<file path="config.mk">
export PLATFORM = sky130hd
export DESIGN_NAME = lrb_locator
export DESIGN_NICKNAME = d
export VERILOG_FILES = /design/src/rtl/lrb_pkg.sv /design/src/rtl/lrb_alpha_loop.sv /design/src/rtl/lrb_min_track.sv /design/src/rtl/lrb_locator.sv
export SDC_FILE = /design/constraint.sdc
export NUM_CORES = 1
export LEC_CHECK = 0
export ABC_AREA = 1
export ABC_CLOCK_PERIOD_IN_PS = 4200
export BUFFER_PORTS_ARGS = -buffer_cell sky130_fd_sc_hd__buf_2
export CORE_ASPECT_RATIO = 0.5
export CORE_MARGIN = 8
export CORE_UTILIZATION = 27
export DETAILED_ROUTE_END_ITERATION = 16
export SYNTH_ARGS = -nofsm -noshare
export SYNTH_HDL_FRONTEND = slang
export SYNTH_SLANG_ARGS = --single-unit
</file>
<file path="constraint.sdc">
create_clock -name clk -period 4.2 [get_ports clk]
set_input_delay 0.84 -clock clk [delete_from_list [all_inputs] [get_ports clk]]
set_output_delay 0.84 -clock clk [all_outputs]
set_load 0.02 [all_outputs]
</file>
<file path="src/rtl/lrb_pkg.sv">
package lrb_pkg;

    localparam int          GF_M    = 6;
    localparam logic [GF_M:0] GF_POLY = 7'b1000011;

    typedef enum logic [1:0] {
        S_IDLE,
        S_UPPER,
        S_LOWER,
        S_DONE
    } scan_state_e;

    // multiply by alpha
    function automatic logic [GF_M-1:0] gf_mul_x(input logic [GF_M-1:0] v);
        return {v[GF_M-2:0], 1'b0} ^ (v[GF_M-1] ? GF_POLY[GF_M-1:0] : '0);
    endfunction

    // multiply by alpha^-1
    function automatic logic [GF_M-1:0] gf_div_x(input logic [GF_M-1:0] v);
        logic [GF_M-1:0] t;
        t = v ^ (v[0] ? GF_POLY[GF_M-1:0] : '0);
        return {v[0], t[GF_M-1:1]};
    endfunction

    function automatic logic [GF_M-1:0] gf_alpha_pow(input int n);
        logic [GF_M-1:0] v;
        v = {{(GF_M-1){1'b0}}, 1'b1};
        for (int k = 0; k < n; k++) v = gf_mul_x(v);
        return v;
    endfunction

endpackage

</file>
<file path="src/rtl/lrb_alpha_loop.sv">
module lrb_alpha_loop
    import lrb_pkg::*;
#(
    parameter logic [GF_M-1:0] START = 6'h21
) (
    input  logic            clk,
    input  logic            rst_n,
    input  logic            load,
    input  logic            step,
    output logic [GF_M-1:0] cur
);

    logic [GF_M-1:0] pow_q;

    // Current position's element: the start value on a block start, else the register.
    always_comb begin
        cur = load ? START : pow_q;
    end

    always_ff @(posedge clk or negedge rst_n) begin
        if (!rst_n) begin
            pow_q <= START;
        end else if (step) begin
            pow_q <= gf_div_x(cur);
        end
    end

endmodule

</file>
<file path="src/rtl/lrb_min_track.sv">
module lrb_min_track
    import lrb_pkg::*;
#(
    parameter int              MAG_W    = 3,
    parameter logic [GF_M-1:0] INIT_LOC = 6'h21
) (
    input  logic             clk,
    input  logic             rst_n,
    input  logic             clr,
    input  logic             en,
    input  logic [MAG_W-1:0] mag,
    input  logic [GF_M-1:0]  loc_in,
    output logic [GF_M-1:0]  loc
);

    localparam logic [MAG_W-1:0] MAG_MAX = '1;

    logic [MAG_W-1:0] min_q;
    logic [GF_M-1:0]  loc_q;
    logic [MAG_W-1:0] ref_min;
    logic             hit;

    always_comb begin
        ref_min = clr ? MAG_MAX : min_q;
        hit     = en && (mag < ref_min);
        loc     = loc_q;
    end

    always_ff @(posedge clk or negedge rst_n) begin
        if (!rst_n) begin
            min_q <= MAG_MAX;
            loc_q <= INIT_LOC;
        end else if (hit) begin
            min_q <= mag;
            loc_q <= loc_in;
        end else if (clr) begin
            min_q <= MAG_MAX;
            loc_q <= INIT_LOC;
        end
    end

endmodule

</file>
<file path="src/rtl/lrb_locator.sv">
module lrb_locator
    import lrb_pkg::*;
#(
    parameter int N_SYM = 63,
    parameter int LLR_W = 4
) (
    input  logic             clk,
    input  logic             rst_n,
    input  logic [LLR_W-1:0] llr_in,
    input  logic             llr_vld,
    input  logic             llr_sob,
    output logic             hd_bit,
    output logic             hd_vld,
    output logic [GF_M-1:0]  alpha_t0,
    output logic [GF_M-1:0]  alpha_t1,
    output logic             scan_done
);

    localparam int MAG_W = LLR_W - 1;
    localparam int IDX_W = $clog2(N_SYM);
    localparam int HALF  = (N_SYM - 1) / 2;
    localparam logic [IDX_W-1:0] IDX_TOP   = IDX_W'(N_SYM - 1);
    localparam logic [IDX_W-1:0] IDX_UPEND = IDX_W'(HALF + 1);
    localparam logic [GF_M-1:0]  LOC_TOP   = gf_alpha_pow(N_SYM - 1);
    localparam logic [GF_M-1:0]  LOC_MID   = gf_alpha_pow(HALF);

    scan_state_e state_q, state_nxt;

    logic             start;
    logic             consume;
    logic             upper_act;
    logic [IDX_W-1:0] idx_q, cur_idx;
    logic [GF_M-1:0]  cur_pow;
    logic [1:0]       en_half;
    logic [GF_M-1:0]  loc_half [2];
    logic             hd_bit_q, hd_vld_q;

    assign start = llr_vld && llr_sob;

    // next-state logic
    always_comb begin
        state_nxt = state_q;
        unique case (state_q)
            S_IDLE, S_DONE: state_nxt = start ? S_UPPER : S_IDLE;
            S_UPPER: begin
                if (start)                              state_nxt = S_UPPER;
                else if (llr_vld && idx_q == IDX_UPEND) state_nxt = S_LOWER;
            end
            S_LOWER: begin
                if (start)                          state_nxt = S_UPPER;
                else if (llr_vld && idx_q == '0)    state_nxt = S_DONE;
            end
            default: state_nxt = S_IDLE;
        endcase
    end

    // state register
    always_ff @(posedge clk or negedge rst_n) begin
        if (!rst_n) state_q <= S_IDLE;
        else        state_q <= state_nxt;
    end

    // state-decoded controls
    always_comb begin
        upper_act = start || (state_q == S_UPPER);
        consume   = start || (llr_vld && (state_q == S_UPPER || state_q == S_LOWER));
        en_half   = {consume && !upper_act, consume && upper_act};
        cur_idx   = start ? IDX_TOP : idx_q;
        scan_done = (state_q == S_DONE);
    end

    // position counter
    always_ff @(posedge clk or negedge rst_n) begin
        if (!rst_n)       idx_q <= IDX_TOP;
        else if (consume) idx_q <= cur_idx - 1'b1;
    end

    // hard-decision path
    always_ff @(posedge clk or negedge rst_n) begin
        if (!rst_n) begin
            hd_bit_q <= 1'b0;
            hd_vld_q <= 1'b0;
        end else begin
            hd_bit_q <= llr_in[LLR_W-1];
            hd_vld_q <= llr_vld;
        end
    end

    assign hd_bit = hd_bit_q;
    assign hd_vld = hd_vld_q;

    lrb_alpha_loop #(.START(LOC_TOP)) u_loop (
        .clk   (clk),
        .rst_n (rst_n),
        .load  (start),
        .step  (consume),
        .cur   (cur_pow)
    );

    for (genvar h = 0; h < 2; h++) begin : g_half
        lrb_min_track #(
            .MAG_W    (MAG_W),
            .INIT_LOC ((h == 0) ? LOC_TOP : LOC_MID)
        ) u_trk (
            .clk    (clk),
            .rst_n  (rst_n),
            .clr    (start),
            .en     (en_half[h]),
            .mag    (llr_in[MAG_W-1:0]),
            .loc_in (cur_pow),
            .loc    (loc_half[h])
        );
    end

    assign alpha_t0 = loc_half[0];
    assign alpha_t1 = loc_half[1];

endmodule

</file>
# Word-level counts from Yosys, hierarchy flattened
# Index checks and enable logic that the tools add are counted.
# classes
bitwise_logic	1
n_reduce_logical	18
eq_ne	6
muxes	17
n_lt_le_gt_ge	2
add_sub_neg	1
# ops
cell	n
2-to-1 mux 6 bit	6
2-to-1 mux 3 bit	4
2-to-1 mux 2 bit	5
logical AND 1 bit	8
equality test 6 bit, second input constant	1
logical NOT 6 bit	1
< comparator 3 bit	2
!= test 3 x 2 -> 1 bit, second input constant	2
one-hot mux 2 bit (3 select lines)	1
subtractor 6 x 1 -> 6 bit, second input constant	1
XOR 6 bit	1
equality test 2 bit, second input constant	2
nonzero test 2 bit	2
logical OR 1 bit	3
equality test 2 x 1 -> 1 bit, second input constant	1
logical NOT 2 bit	1
AND reduction 2 bit	1
OR reduction 2 bit	1
logical NOT 1 bit	1
2-to-1 mux 1 bit	1
# totals
word_cells	54
regBits	34
output_inout_bits	15
inputBits	8

# Logic depth before layout (Yosys ltp)
# logic_depth
depth_word	7
ltp_mapped	13

# Modules after synthesis
# From an unflattened synthesis, not the netlist that was laid out.
# unflattened
hier_cells	241
hier_area_um2	1898.1
# modules_own_cells
mod	cells_each	area_each_um2	n_inst
lrb_locator	85	649.4	1
lrb_min_track at g_half[1].u_trk	61	498.0	1
lrb_min_track at g_half[0].u_trk	59	471.7	1
lrb_alpha_loop	36	279.0	1

# Least setup slack after synthesis
# OpenSTA, ideal clock, no wires.
# synth_timing
path_type	input -> register
startpoint	input llr_vld
endpoint	register g_half[1].u_trk.loc_q[1]
setup_time_ps	118
stages	13
arrival_ps	2209
path_slack_ps	1873
cell_sequence	nand2_4 -> inv_2 -> buf_4 -> buf_4 -> nor2_1 -> ha_1 -> nand2_1 -> nand2_1 -> nor2_1 -> nand3_2 -> buf_6 -> nand3_1 -> nand2_1
# synth_via
elab_chain_len	6
word_cells_on_any_way	12
classes_between	order compare (1); mux (3); reduce/logical (8)
# synth_rtl
element	line_no	text
start, declared	lrb_locator.sv:10	input logic llr_vld,
branches (longest 6 deep; another with < comparator 3 bit)	-	
end signal, assigned	lrb_min_track.sv:35	loc_q <= loc_in;
end, declared	lrb_min_track.sv:19	logic [GF_M-1:0] loc_q;
# Several ways; the timed one is not identified.
# A chain may end at the register's enable or synchronous reset.

# Worst setup path after layout
# layout_timing
startpoint	input llr_vld
endpoint	register g_half[0].u_trk.loc_q[4]
# layout_via
elab_chain_len	5
word_cells_on_any_way	11
classes_between	order compare (1); mux (3); reduce/logical (7)
# layout_rtl
element	line_no	text
logical AND 1 bit (on tied branches)	lrb_locator.sv:38, lrb_locator.sv:66	
2-to-1 mux 3 bit (tied with other cells)	lrb_min_track.sv:24	ref_min = clr ? MAG_MAX : min_q;
< comparator 3 bit or logical AND 1 bit (tied branches)	lrb_min_track.sv:25, lrb_locator.sv:67	
logical AND 1 bit	lrb_min_track.sv:25	hit = en && (mag < ref_min);
2-to-1 mux 6 bit or nonzero test 2 bit (tied branches)	-	
end signal, assigned	lrb_min_track.sv:35	
end, declared	lrb_min_track.sv:19	
# Parallel ways exist; a longest one is shown, timed or not.

==> results.json <==
{
  "insertion_delay_ps": 270,
  "grt_pass1_wl_mm": 6.44,
  "clock.fmax_mhz": 384,
  "ctsHtreeMaxLevel": 2,
  "dieArea_um2": 9720,
  "pin_count": 23,
  "diodes": 0,
  "worstSetupEndpointType": "flip-flop",
  "final_layout_size_suffix_gt1_frac": 0.288,
  "start_util": 0.275,
  "root_buffer": "clkbuf_16",
  "yosysTopAreaCellShare": 0.262,
  "coreArea_um2": 6570,
  "cts_buffer_depth": 2,
  "route.met2.wl_mm": 1.84,
  "drt-wirelength-per-cell_um": 11.9,
  "arrival_ps": 2760,
  "pwr_density_cell_nw_per_um2": 692,
  "cp_max_fo": 26,
  "rows": 21,
  "placed_cell_area_um2": 1980,
  "layout_common_cells": "nand2_1, nand3_1, inv_1, buf_2, dfstp_2",
  "setup_viol": 0,
  "antenna_found_initial": 0,
  "path_class": "input port to flip-flop",
  "rsz0062_at_grt": "false",
  "via_per_inst": 4.27,
  "netlist_area_um2": 1810,
  "yosys_warnings": 0,
  "grt.total_usage": 0.0810,
  "cts_buffers": 5,
  "maxSlewHeadroom": 0.494,
  "io_buffer_count": 22,
  "layout_commonest_cell": "nand2_1",
  "holdBufCountCts": 0,
  "hpwl_mm": 2.77,
  "fp.dieH_um": 73.8,
  "clock_sinks": 34,
  "clkTransAtPathRegs_ps": 50,
  "syn-num-nets": 226,
  "hold_depth": 2,
  "num_vias": 1387,
  "finalInstanceArea_um2": 2140,
  "hold_viol": 0,
  "grt_max_degree": 35,
  "cts_resized": 0,
  "syn_to_final_growth_pct": 18.6,
  "wl_met3_um": 112,
  "status": "finished, final reports clean",
  "worst_clock_skew_ps": 2.12,
  "ant_nets": 0,
  "cp-start-kind": "input port",
  "cts_setup_buffers": 0,
  "yosysTopAreaCell": "dfstp_2",
  "overflow": 0,
  "dr.pass1.iters": 4,
  "finalWorstSetupSlack_ps": 1600,
  "gp_congestion": 0.768,
  "syn_avg_cell_area_um2": 8.60,
  "maxSlewViolCount": 0,
  "final_util": 0.326,
  "die_w_um": 132,
  "ir_drop_mv": 0.189,
  "wl_mm": 3.86,
  "placed_cells": 317,
  "ys_seq_elements": 34,
  "top_layer": "met4",
  "nets": 248,
  "r2r_slack_ps": 2170,
  "drc": 0,
  "drt_first_iter_violations": 103,
  "synth_area_leaders": "dfstp_2, dfrtp_1, nand2_1",
  "place_ws_ps": 1320,
  "design_power_total_mw": 1.48,
  "drv_cap": 0,
  "layout_min_cycle_time_ps": 2600,
  "period_share": 0.620,
  "synth_seq_area_share": 0.483,
  "synth_cells": 210,
  "reg2reg_depth": 11,
  "ys_types": 27,
  "required_ps": 4360,
  "tightest_slew_ps": 760,
  "instances_no_fill": 325,
  "min_path_type": "flip-flop to flip-flop",
  "routedLengthMet1_mm": 1.86,
  "leakagePower_nw": 1.12,
  "tritoncts": "built",
  "fin_tns_setup_ps": 0,
  "grt_pass1_vias": 1324,
  "hold_slack_ps": 472
}
==> path summary, 6_finish.rpt <==
| kind | from | endpoint |
|---|---|---|
| worst max-delay path | llr_vld | g_half[0].u_trk.loc[4] |
| worst min-delay path | u_loop.pow_q[2] | u_loop.pow_q[2] |
| worst max register to register | state_q[0] | g_half[0].u_trk.loc[4] |
| worst min register to register | u_loop.pow_q[2] | u_loop.pow_q[2] |
| max in group asynchronous | rst_n | state_q[1] |
| min in group asynchronous | rst_n | u_loop.pow_q[1] |
==> Yosys cell counts, drive strengths merged <==
library cell  instances
xor2                  3
nand2                66
dfstp                18
dfrtp                16
nand3                26
buf                   7
o21bai                1
nand4                 2
nand3b                1
a21o                  2
clkinv                1
o21ai                17
inv                  23
nor2                 16
nor3                  2
or2                   1
ha                    8
==> registers in the layout, indices dropped and copies added, names as in the netlist <==
name	flops
state_q	2
g_half.u_trk.min_q	6
hd_bit	1
g_half.u_trk.loc	12
u_loop.pow_q	6
idx_q	6
hd_vld	1
==> per-layer routing <==
layer	vias to the layer above	GRT usage
li1	708	-
met1	660	0.0998
met2	15	0.137
met3	4	0.0191
met4	0	0.0303
met5	-	0
==> layout make-up <==
cell class | count | area (um^2)
well taps | 92 | 115
fillers | 690 | 4430
flip-flops and latches | 34 | 873
inverters | 24 | 90.1
repair buffers | 22 | 110
multi-input cells | 145 | 788
clock buffers | 8 | 166
==> where the power goes <==
part	internal (mW)	switching (mW)
sequential	0.492	0.0720
combinational	0.177	0.344
clock	0.268	0.129
total	0.938	0.545
==> cell families after synthesis <==
| family | share of synthesized area |
|---|---|
| simple gates | 0.296 |
| buf+inv | 0.0803 |
| flops | 0.483 |
| compound gates | 0.0699 |
| fa+ha+maj | 0.0554 |
| xor+xnor | 0.0145 |
==> critical path: stages <==
cell and delay [ps]:
buf_2 140, nand2_4 200, inv_2 380, nor2_1 80, ha_1 310, a21o_1 130, nor2_2 40, nand2_2 210
clkinv_1 240, nand2_1 110, nand2_1 60
No activity file was read; power rests on OpenSTA's default activity.
